## src/rtl/xbf_pkg.sv

```systemverilog
package xbf_pkg;
  parameter int ADDR_W = 3;
  parameter int DATA_W = 16;

  typedef struct packed {
    logic              vld;
    logic [ADDR_W-1:0] tag;
    logic [ADDR_W-1:0] org;
    logic [ADDR_W-1:0] src;
    logic [ADDR_W-1:0] dst;
    logic [DATA_W-1:0] data;
  } pkt_t;
endpackage

```

## src/rtl/xbf_elem.sv

```systemverilog
module xbf_elem
  import xbf_pkg::*;
#(
  parameter int STG = 0
) (
  input  pkt_t              lo_i,
  input  pkt_t              hi_i,
  output pkt_t              lo_o,
  output pkt_t              hi_o,
  output logic              lost_o,
  output logic [ADDR_W-1:0] lost_org_o
);
  logic lo_keep, lo_swap, hi_keep, hi_swap;

  // tag bit STG chooses straight (0) or across (1)
  assign lo_keep = lo_i.vld & ~lo_i.tag[STG];
  assign lo_swap = lo_i.vld &  lo_i.tag[STG];
  assign hi_keep = hi_i.vld & ~hi_i.tag[STG];
  assign hi_swap = hi_i.vld &  hi_i.tag[STG];

  // the lower line is considered first for both outputs
  always_comb begin
    lo_o = '0;
    hi_o = '0;
    if (lo_keep)      lo_o = lo_i;
    else if (hi_swap) lo_o = hi_i;
    if (lo_swap)      hi_o = lo_i;
    else if (hi_keep) hi_o = hi_i;
  end

  assign lost_o     = (lo_keep & hi_swap) | (lo_swap & hi_keep);
  assign lost_org_o = hi_i.org;
endmodule

```

## src/rtl/xbf_stage.sv

```systemverilog
module xbf_stage
  import xbf_pkg::*;
#(
  parameter int STG   = 0,
  parameter int LINES = 8
) (
  input  pkt_t             lines_i [LINES],
  output pkt_t             lines_o [LINES],
  output logic [LINES-1:0] drop_o
);
  localparam int HALF = LINES / 2;

  logic              lost_w [HALF];
  logic [ADDR_W-1:0] org_w  [HALF];

  for (genvar j = 0; j < HALF; j++) begin : g_elem
    localparam int LO = ((j >> STG) << (STG + 1)) | (j & ((1 << STG) - 1));
    localparam int HI = LO | (1 << STG);
    xbf_elem #(.STG(STG)) u_elem (
      .lo_i       (lines_i[LO]),
      .hi_i       (lines_i[HI]),
      .lo_o       (lines_o[LO]),
      .hi_o       (lines_o[HI]),
      .lost_o     (lost_w[j]),
      .lost_org_o (org_w[j])
    );
  end

  always_comb begin
    drop_o = '0;
    for (int j = 0; j < HALF; j++)
      if (lost_w[j]) drop_o[org_w[j]] = 1'b1;
  end
endmodule

```

## src/rtl/xor_butterfly.sv

```systemverilog
module xor_butterfly
  import xbf_pkg::*;
#(
  parameter int LINES = 1 << ADDR_W
) (
  input  logic                     clk,
  input  logic                     rst,
  input  logic [LINES-1:0]         in_valid,
  input  logic [LINES*ADDR_W-1:0]  in_src,
  input  logic [LINES*ADDR_W-1:0]  in_dst,
  input  logic [LINES*DATA_W-1:0]  in_data,
  output logic [LINES-1:0]         out_valid,
  output logic [LINES*ADDR_W-1:0]  out_src,
  output logic [LINES*ADDR_W-1:0]  out_dst,
  output logic [LINES*DATA_W-1:0]  out_data,
  output logic [LINES-1:0]         out_blocked
);
  localparam int STAGES = ADDR_W;
  localparam int CNT_W  = ADDR_W + 1;

  pkt_t             net    [STAGES+1][LINES];
  logic [LINES-1:0] drop_s [STAGES];
  logic [LINES-1:0] drop_all;
  logic             zero_tags;

  // relative tag formed at injection
  for (genvar k = 0; k < LINES; k++) begin : g_inj
    always_comb begin
      net[0][k].vld  = in_valid[k];
      net[0][k].src  = in_src[k*ADDR_W +: ADDR_W];
      net[0][k].dst  = in_dst[k*ADDR_W +: ADDR_W];
      net[0][k].tag  = in_src[k*ADDR_W +: ADDR_W] ^ in_dst[k*ADDR_W +: ADDR_W];
      net[0][k].org  = ADDR_W'(k);
      net[0][k].data = in_data[k*DATA_W +: DATA_W];
    end
  end

  for (genvar s = 0; s < STAGES; s++) begin : g_stage
    xbf_stage #(.STG(s), .LINES(LINES)) u_stage (
      .lines_i (net[s]),
      .lines_o (net[s+1]),
      .drop_o  (drop_s[s])
    );
  end

  always_comb begin
    drop_all  = '0;
    zero_tags = 1'b1;
    for (int s = 0; s < STAGES; s++) drop_all |= drop_s[s];
    for (int k = 0; k < LINES; k++)
      if (in_valid[k] && (net[0][k].tag != '0)) zero_tags = 1'b0;
  end

  // single output register rank
  logic [ADDR_W-1:0] org_q [LINES];
  logic [LINES-1:0]  inval_q;
  logic              zero_q;
  logic [CNT_W-1:0]  nin_q;

  always_ff @(posedge clk) begin
    if (rst) begin
      out_valid   <= '0;
      out_blocked <= '0;
      inval_q     <= '0;
      zero_q      <= 1'b0;
      nin_q       <= '0;
    end else begin
      out_blocked <= drop_all;
      inval_q     <= in_valid;
      zero_q      <= zero_tags;
      nin_q       <= CNT_W'($countones(in_valid));
      for (int k = 0; k < LINES; k++) out_valid[k] <= net[STAGES][k].vld;
    end
  end

  for (genvar k = 0; k < LINES; k++) begin : g_out
    always_ff @(posedge clk) begin
      out_src[k*ADDR_W +: ADDR_W]  <= net[STAGES][k].src;
      out_dst[k*ADDR_W +: ADDR_W]  <= net[STAGES][k].dst;
      out_data[k*DATA_W +: DATA_W] <= net[STAGES][k].data;
      org_q[k]                     <= net[STAGES][k].org;
    end

    AST_DELIVER_LINE: assert property (@(posedge clk) disable iff (rst)
      out_valid[k] |-> ((org_q[k] ^ out_src[k*ADDR_W +: ADDR_W] ^ out_dst[k*ADDR_W +: ADDR_W]) == ADDR_W'(k)))
      else $error("delivery line mismatch");
  end

  AST_CONSERVE: assert property (@(posedge clk) disable iff (rst)
    (CNT_W'($countones(out_valid)) + CNT_W'($countones(out_blocked))) == nin_q)
    else $error("packet count mismatch");

  AST_BLOCK_ONLY_VALID: assert property (@(posedge clk) disable iff (rst)
    (out_blocked & ~inval_q) == '0)
    else $error("blocked flag on idle lane");

  AST_ZERO_TAG_PASS: assert property (@(posedge clk) disable iff (rst)
    zero_q |-> (out_valid == inval_q && out_blocked == '0))
    else $error("zero tags not pass-through");

  AST_RESET_IDLE: assert property (@(posedge clk)
    $past(rst) |-> (out_valid == '0 && out_blocked == '0))
    else $error("outputs active after reset");
endmodule

```

## config.mk

```make
export PLATFORM = sky130hd
export DESIGN_NAME = xor_butterfly
export DESIGN_NICKNAME = d
export VERILOG_FILES = /design/src/rtl/xbf_pkg.sv /design/src/rtl/xbf_elem.sv /design/src/rtl/xbf_stage.sv /design/src/rtl/xor_butterfly.sv
export SDC_FILE = /design/constraint.sdc
export NUM_CORES = 1
export LEC_CHECK = 0
export ABC_AREA = 1
export CORE_MARGIN = 2
export CORE_UTILIZATION = 35
export CTS_BUF_LIST = sky130_fd_sc_hd__clkbuf_8
export CTS_CLUSTER_SIZE = 8
export DETAILED_ROUTE_END_ITERATION = 12
export GPL_TIMING_DRIVEN = 0
export PLACE_DENSITY = 0.64
export RECOVER_POWER = 100
export SYNTH_ARGS = -nofsm -noshare
export SYNTH_HDL_FRONTEND = slang
export SYNTH_SLANG_ARGS = --single-unit
```

## constraint.sdc

```tcl
create_clock -name clk -period 2 [get_ports clk]
set_input_delay 0.3 -clock clk [delete_from_list [all_inputs] [get_ports clk]]
set_output_delay 0.3 -clock clk [all_outputs]
set_load 0.1 [all_outputs]
```

==> summary.md, run 1 <==
| Metric | Value |
|---|---|
| CP max stage cell | `clkdlybuf4s50_1` |
| GR Util All Layers | `34.5%` |
| Place WS | `-994 ps` |
| Fin util | `55.5%` |
| Peak supply drop | `around 500 uV` |
| Mapped Area | `around 0.010 mm^2` |
| Top cells by area, synth | `dfxtp_1, o22ai_1, a22oi_1, inv_1, nand2_1` |
| Pint | `0.00696 W` |
| Yosys synthesis warning count | `0` |
| WHS Path Cells | `6` |
| Cells along the critical path | `clkdlybuf4s50_1 > inv_1 > nand2_1 > nand2_2 > nor2_4 > nand2_2 > clkbuf_2 > o22ai_1 > a22oi_2 > o22ai_1` |
| Largest family of logic cells by synthesized area | `compound AO/OA/AOI/OAI gates` |
| Yosys reg bits | `192` |
| Synth top area share | `36.8%` |
| Routed vias/inst | `5.87` |
| Final Power | `0.0135 W` |
| Root buffer cell | `clkbuf_8` |
| Required @ worst endpoint | `2410 ps` |
| Commonest non-fill, non-tap cells in the layout | `o22ai_1, inv_1, dfxtp_1, clkdlybuf4s50_1, nand2_1` |
| Worst hold start | `in_src[6]` |
| GR Overflow Total | `0` |
| Area share of and/or/nand/nor cells after synthesis | `12.7%` |
| Final setup fails | `3` |
| DIE HEIGHT | `177 um` |
| Detailed Route WL | `56400 um` |
| Synth cell types | `33` |
| Adder-cell share of the synthesized area | `0%` |
| Worst Setup Path Type | `input pin to flip-flop` |
| DP Area | `between 0.01 and 0.015 mm^2` |
| Power per cell area | `826 mW/mm^2` |
| Crit-path max cell delay | `500 ps` |
| Die area | `0.0313 mm^2` |
| Layout cells sized above 1 | `between 20% and 30%` |
| Flop pwr share | `31.2%` |
| Power share of the clock group | `20.6%` |
| DR DRC count | `0` |
| Hold Path Class | `input pin to flip-flop` |
| HPWL after DPL | `46100 um` |
| Pleak | `6.97 nW` |
| NetSw | `0.00659 W` |
| Period utilization | `102%` |
| Core area | `between 0.02 and 0.03 mm^2` |
| Initial Util | `35.4%` |
| Initial antenna violation count | `1` |
| Vias | `13100` |
| Setup ws final | `-30.0 ps` |
| Post-synthesis compound-gate area fraction | `35.7%` |
| Sw frac | `48.6%` |
| RSZ-0062 raised after global routing | `true` |
| First-pass GRT wire length | `between 70000 and 80000 um` |
| CTS tree | `yes` |
| Mapped Nets | `1593` |
| CP endpoint kind | `flip-flop` |
| Async SR Flop Fraction | `0%` |
| Setup TNS | `-37.9 ps` |
| Clock sinks | `192` |
| Maximum clock frequency | `493 MHz` |
| Bufs on Longest Clock Path | `2` |
| Site Rows | `63` |
| Fin. Hold Viols | `0` |
| Layout fillers | `2830` |
| Mux share of post-synthesis cell area | `0%` |
| Seq/Total Area, Yosys | `about 37%` |
| Final ANT Viol Nets | `0` |
| Synth Flop Type | `dfxtp_1` |
| Chip width | `approximately 180 um` |
| Average wire per standard cell | `~25 um` |
| First-pass DRT Iterations | `5` |
| Pins Over Slew Limit | `0` |
| Max Cap Viol | `0` |
| Finished layout cell area | `0.0164 mm^2` |
| Crit path max fanout | `10` |
| Avg Synthesized Cell Area | `7.43 um^2` |
| CTS H-Tree Depth | `4` |
| Slew Limit Headroom | `34.8%` |
| Port Buf Inserts | `377` |
| Final RePlAce weighted congestion | `1.01` |
| Most common cell after layout, fill and taps aside | `o22ai_1` |
| Gate Count Post-Synth | `1407` |
| Vias in the first global route | `approximately 12000` |
| CTS Buf Count | `17` |
| XOR/XNOR Fraction of Synth Area | `under 10%` |
| Initial DRC count | `1354` |
| Run status | `finished, violations left` |
| Worst setup SP type | `input pin` |
| Measured slew at the worst slew-check pin | `982 ps` |
| Net count, final | `2010` |
| Layout area overhead | `56.9%` |
| Yosys top cell by area | `dfxtp_1` |
| EDFF count, synth | `0` |
| WP data arrival | `2440 ps` |
| Violated checks | `setup timing` |
| Clock-pin slew on the worst setup and hold paths | `110 ps` |
| Combinational Power Share | `48.2%` |
| Minimum clock period | `2030 ps` |
| Hold EP | `out_blocked[2]` |
| Largest net degree at the start of global routing | `20` |
| I/O Pins | `between 300 and 400` |
[sequential cells by signal, indices dropped and copies added, names as in the netlist]
signal       cells
out_valid        8
out_dst         24
out_data       128
out_src         24
out_blocked      8
[worst max-delay path, delay by kind of cell]
family                 cells  cell delay, ps
AOI/OAI and AO/OA          3             870
buffers and inverters      3             880
and+or+nand+nor            4             400
[per-stage QoR]
step	hold WS, ps	cells
after floorplan	369	1407
after global placement	1080	2174
after detailed placement	1060	2174
after CTS	557	2211
after global routing	449	2228
final	414	2228
[power by group through the flow]
stage	combinational (W)	clock [W]	sequential [W]
6_report	0.00653	0.00279	0.00422
5_1_grt	0.00674	0.00296	0.00425
4_1_cts	0.00606	0.00283	0.00422
3_5_place_dp	0.00602	0	0.00431
3_3_place_gp	0.00601	0	0.00431
2_1_floorplan	0.00189	0	0.00648
[kinds of logic (layout without fill, tap and decap cells)]
| logic type | after synthesis | after routing |
|---|---|---|
| compound gates | 553 | 553 |
| buf+inv | 350 | 780 |
| simple gates | 293 | 293 |
| flops | 192 | 192 |
| xor+xnor | 18 | 18 |
| other cells | 1 | 2 |
[synthesized netlist by cell type, types with 2 or more instances]
master,number
o22ai_1,308
nand3b_1,3
xor2_1,10
nand2_2,8
o22ai_2,20
o21ai_2,2
buf_1,2
dfxtp_1,192
buf_4,4
nand4_1,3
a21oi_4,2
nor2_2,8
a21oi_1,25
o21ai_0,28
buf_6,3
nand2_1,178
buf_2,35
nor2_4,2
nor2_1,26
o21ai_1,9
inv_2,25
inv_1,228
nand3_2,9
xnor2_1,8
nand3_1,51
a22oi_1,159
clkbuf_1,53
[how the worst max path moves through the flow]
stage          cells past startpoint        endpoint  startpoint  slack [ps]
2_1_floorplan                     11   out_data[105]  in_src[18]         300
3_3_place_gp                      15  out_blocked[4]   in_src[0]        -990
3_5_place_dp                      11    out_data[71]  in_dst[12]        -990
4_1_cts                           11      out_src[3]  in_dst[15]         -10
5_1_grt                           16  out_blocked[7]  in_dst[15]         -30
6_report                          10    out_data[88]   in_src[9]         -30
[repair_timing]
action                                  CTS  global route
hold buffers                              0             0
endpoints found under the setup margin  377           278
resized for setup                       511           333
endpoints found under the hold margin     0             0
pin swaps                                 8            35
setup buffers                             5            17
[cell type report]
cell class                 count  area [um^2]  share of cell area, %
antenna                        1         2.50                 0.0153
buffer                        96          562                   3.42
clock buffer                  17          234                   1.43
clock inverter                15          199                   1.21
inverter                     253          960                   5.85
multi-input combinational    865         6370                   38.8
sequential                   192         3840                   23.4
tap                          390          488                   2.97
timing repair buffer         399         3750                   22.9
[metal layers]
layer	GRT usage, %	share of wire [%]	vias to the layer above
met4	16.0	4.7	0
li1	-	-	5868
met3	6.16	8.5	138
met1	44.0	41	6211
met5	0	0	-
met2	56.4	46	852
Power figures use the tool's default switching activity.
==> inputs of run 2 (changes only) <==
Settings changed: SKIP_CTS_REPAIR_TIMING set to 1.
==> summary.md, run 2 (synthesized netlist as in run 1, its figures left out) <==
| Metric | Value |
|---|---|
| Run status | `finished, violations left` |
| Power share of the clock group | `20.7% (about the same)` |
| Die area | `0.0313 mm^2 (unchanged)` |
| Fin. Hold Viols | `0 (unchanged)` |
| Worst Setup Path Type | `input pin to flip-flop` |
| Initial antenna violation count | `1 (unchanged)` |
| HPWL after DPL | `46100 um (unchanged)` |
| First-pass GRT wire length | `77700 um (-0.89%)` |
| Minimum clock period | `2010 ps (-24.4 ps)` |
| Pint | `0.00705 W (+1.3%)` |
| Clock-pin slew on the worst setup and hold paths | `110 ps (about the same)` |
| Layout cells sized above 1 | `19.2% (-8.2 points)` |
| Site Rows | `63 (unchanged)` |
| DIE HEIGHT | `177 um (unchanged)` |
| Largest register FFs | `128 (unchanged)` |
| Power per cell area | `808 mW/mm^2 (-2.2%)` |
| Root buffer cell | `clkbuf_8` |
| RSZ-0062 raised after global routing | `true` |
| DR DRC count | `0 (unchanged)` |
| Place WS | `-994 ps (unchanged)` |
| Hold Path Class | `input pin to flip-flop` |
| Vias | `13100 (+0.24%)` |
| Pins Over Slew Limit | `0 (unchanged)` |
| I/O Pins | `378 (unchanged)` |
| CTS Buf Count | `17 (unchanged)` |
| First-pass DRT Iterations | `6 (+1)` |
| Setup TNS | `-5.63 ps (+32.3 ps)` |
| Cells along the critical path | `clkdlybuf4s50_1 > nand2_2 > nor2_4 > inv_1 > clkbuf_2 > o21ai_0 > a22oi_1 > o22ai_1` |
| GR Util All Layers | `34.3% (-0.21 points)` |
| Initial Util | `35.4% (unchanged)` |
| GR Overflow Total | `0 (unchanged)` |
| Chip width | `177 um (unchanged)` |
| Final setup fails | `1 (-2)` |
| Layout fillers | `2777 (-1.9%)` |
| Reg with most FFs | `out_data` |
| Violated checks | `setup timing` |
| Flop pwr share | `31.0% (-0.2 points)` |
| Core area | `0.0296 mm^2 (unchanged)` |
| Slew Limit Headroom | `30.1% (-4.7 points)` |
| DP Cell Count | `2174 (unchanged)` |
| Net count, final | `2016 (+0.30%)` |
| Pleak | `10.2 nW (+46%)` |
| Average wire per standard cell | `25.4 um (+0.32%)` |
| Most common cell after layout, fill and taps aside | `o22ai_1` |
| CTS H-Tree Depth | `4 (unchanged)` |
| Layout area overhead | `60.6%` |
| Port Buf Inserts | `377 (unchanged)` |
| Largest net degree at the start of global routing | `20 (unchanged)` |
| Final cell count without fillers | `2234 (+0.27%)` |
| Setup ws final | `-5.63 ps (+24.4 ps)` |
| WP data arrival | `2430 ps (about the same)` |
| Crit-path max cell delay | `600 ps (+100 ps)` |
| Crit path max fanout | `10 (unchanged)` |
| Detailed Route WL | `56700 um (+0.59%)` |
| Bufs on Longest Clock Path | `2 (unchanged)` |
| Max Cap Viol | `0 (unchanged)` |
| NetSw | `0.00651 W (-1.2%)` |
| Peak supply drop | `504 uV (+2.2%)` |
| Worst setup SP type | `input pin` |
| Final RePlAce weighted congestion | `1.01 (unchanged)` |
| Commonest non-fill, non-tap cells in the layout | `o22ai_1, inv_1, dlymetal6s2s_1, dfxtp_1, clkdlybuf4s50_1` |
| Maximum clock frequency | `499 MHz (+1.2%)` |
| Routed vias/inst | `5.86 (about the same)` |
| Sw frac | `48.0% (-0.63 points)` |
| Required @ worst endpoint | `2420 ps (about the same)` |
| CP endpoint kind | `flip-flop` |
| Measured slew at the worst slew-check pin | `1050 ps (+64.4 ps)` |
| Final Power | `0.0136 W (about the same)` |
| Final ANT Viol Nets | `0 (unchanged)` |
| CP max stage cell | `clkdlybuf4s50_1` |
| Initial DRC count | `1499 (+11%)` |
| Period utilization | `100% (-1.2 points)` |
| Vias in the first global route | `12300 (-1.4%)` |
| Top Registers | `out_data (128), out_dst (24), out_src (24)` |
| Combinational Power Share | `48.2% (about the same)` |
| Fin util | `56.8% (+1.3 points)` |
| Clock sinks | `192 (unchanged)` |
| CTS tree | `yes` |
## run 2: cell types whose count changed in the layout (fill, tap and decap cells not counted), moves of 18 or more
| cell | previous run | this run |
|---|---|---|
| clkbuf_2 | 88 | 35 |
| o22ai_2 | 51 | 33 |
| clkdlybuf4s15_1 | 89 | 0 |
| o22ai_1 | 276 | 295 |
| dlymetal6s2s_1 | 16 | 220 |
| a22oi_2 | 58 | 31 |
| clkdlybuf4s15_2 | 43 | 0 |
| a22oi_1 | 101 | 128 |
## run 2: worst max-delay path, delay by kind of cell
| kind | cells | cell delay [ps] |
|---|---|---|
| buffers and inverters | 3 | 960 |
| AOI/OAI and AO/OA | 3 | 850 |
| and+or+nand+nor | 2 | 310 |
## run 2: power by group through the flow
stage | Clock (W) | Combinational (W) | Sequential (W)
after floorplan | 0 | 0.00189 | 0.00648
after global placement | 0 | 0.00601 | 0.00431
after detailed placement | 0 | 0.00602 | 0.00431
after CTS | 0.00283 | 0.00603 | 0.00423
after global routing | 0.00297 | 0.00674 | 0.00423
final | 0.00281 | 0.00654 | 0.00421
## run 2: final timing paths
path,from,end,cells after the start,slack [ps]
worst max-delay path,in_valid[5],out_src[3],8,-6
worst min-delay path,in_dst[9],out_blocked[3],6,310
## run 2: area by class of cell
cell class,count,area (um^2),share of cell area [%]
antenna,1,2.50,0.0149
multi-input combinational,865,6010,35.8
clock buffer,17,234,1.39
inverter,253,950,5.66
clock inverter,15,199,1.19
tap,390,488,2.91
sequential,192,3840,22.9
buffer,97,538,3.20
timing repair buffer,404,4520,26.9
## run 2: through the flow
step,area (um^2),hold WS (ps)
6_report,16800,313
2_1_floorplan,10500,369
3_5_place_dp,14700,1060
5_1_grt,16800,338
4_1_cts,15100,533
3_3_place_gp,14700,1080
## run 2: layer usage
layer | share of wire (%) | global-route usage (%)
met5 | 0 | 0
met4 | 4.8 | 15.7
met3 | 9.3 | 5.84
met2 | 46 | 55.5
met1 | 40 | 44.5
==> inputs of run 3 (changes only) <==
Settings changed: CTS_BUF_LIST sky130_fd_sc_hd__clkbuf_8 to sky130_fd_sc_hd__clkbuf_4 sky130_fd_sc_hd__clkbuf_8, CTS_CLUSTER_DIAMETER set to 60.
==> results of run 3 <==
The final DEF is identical to that of run 2; final timing and power are the same.
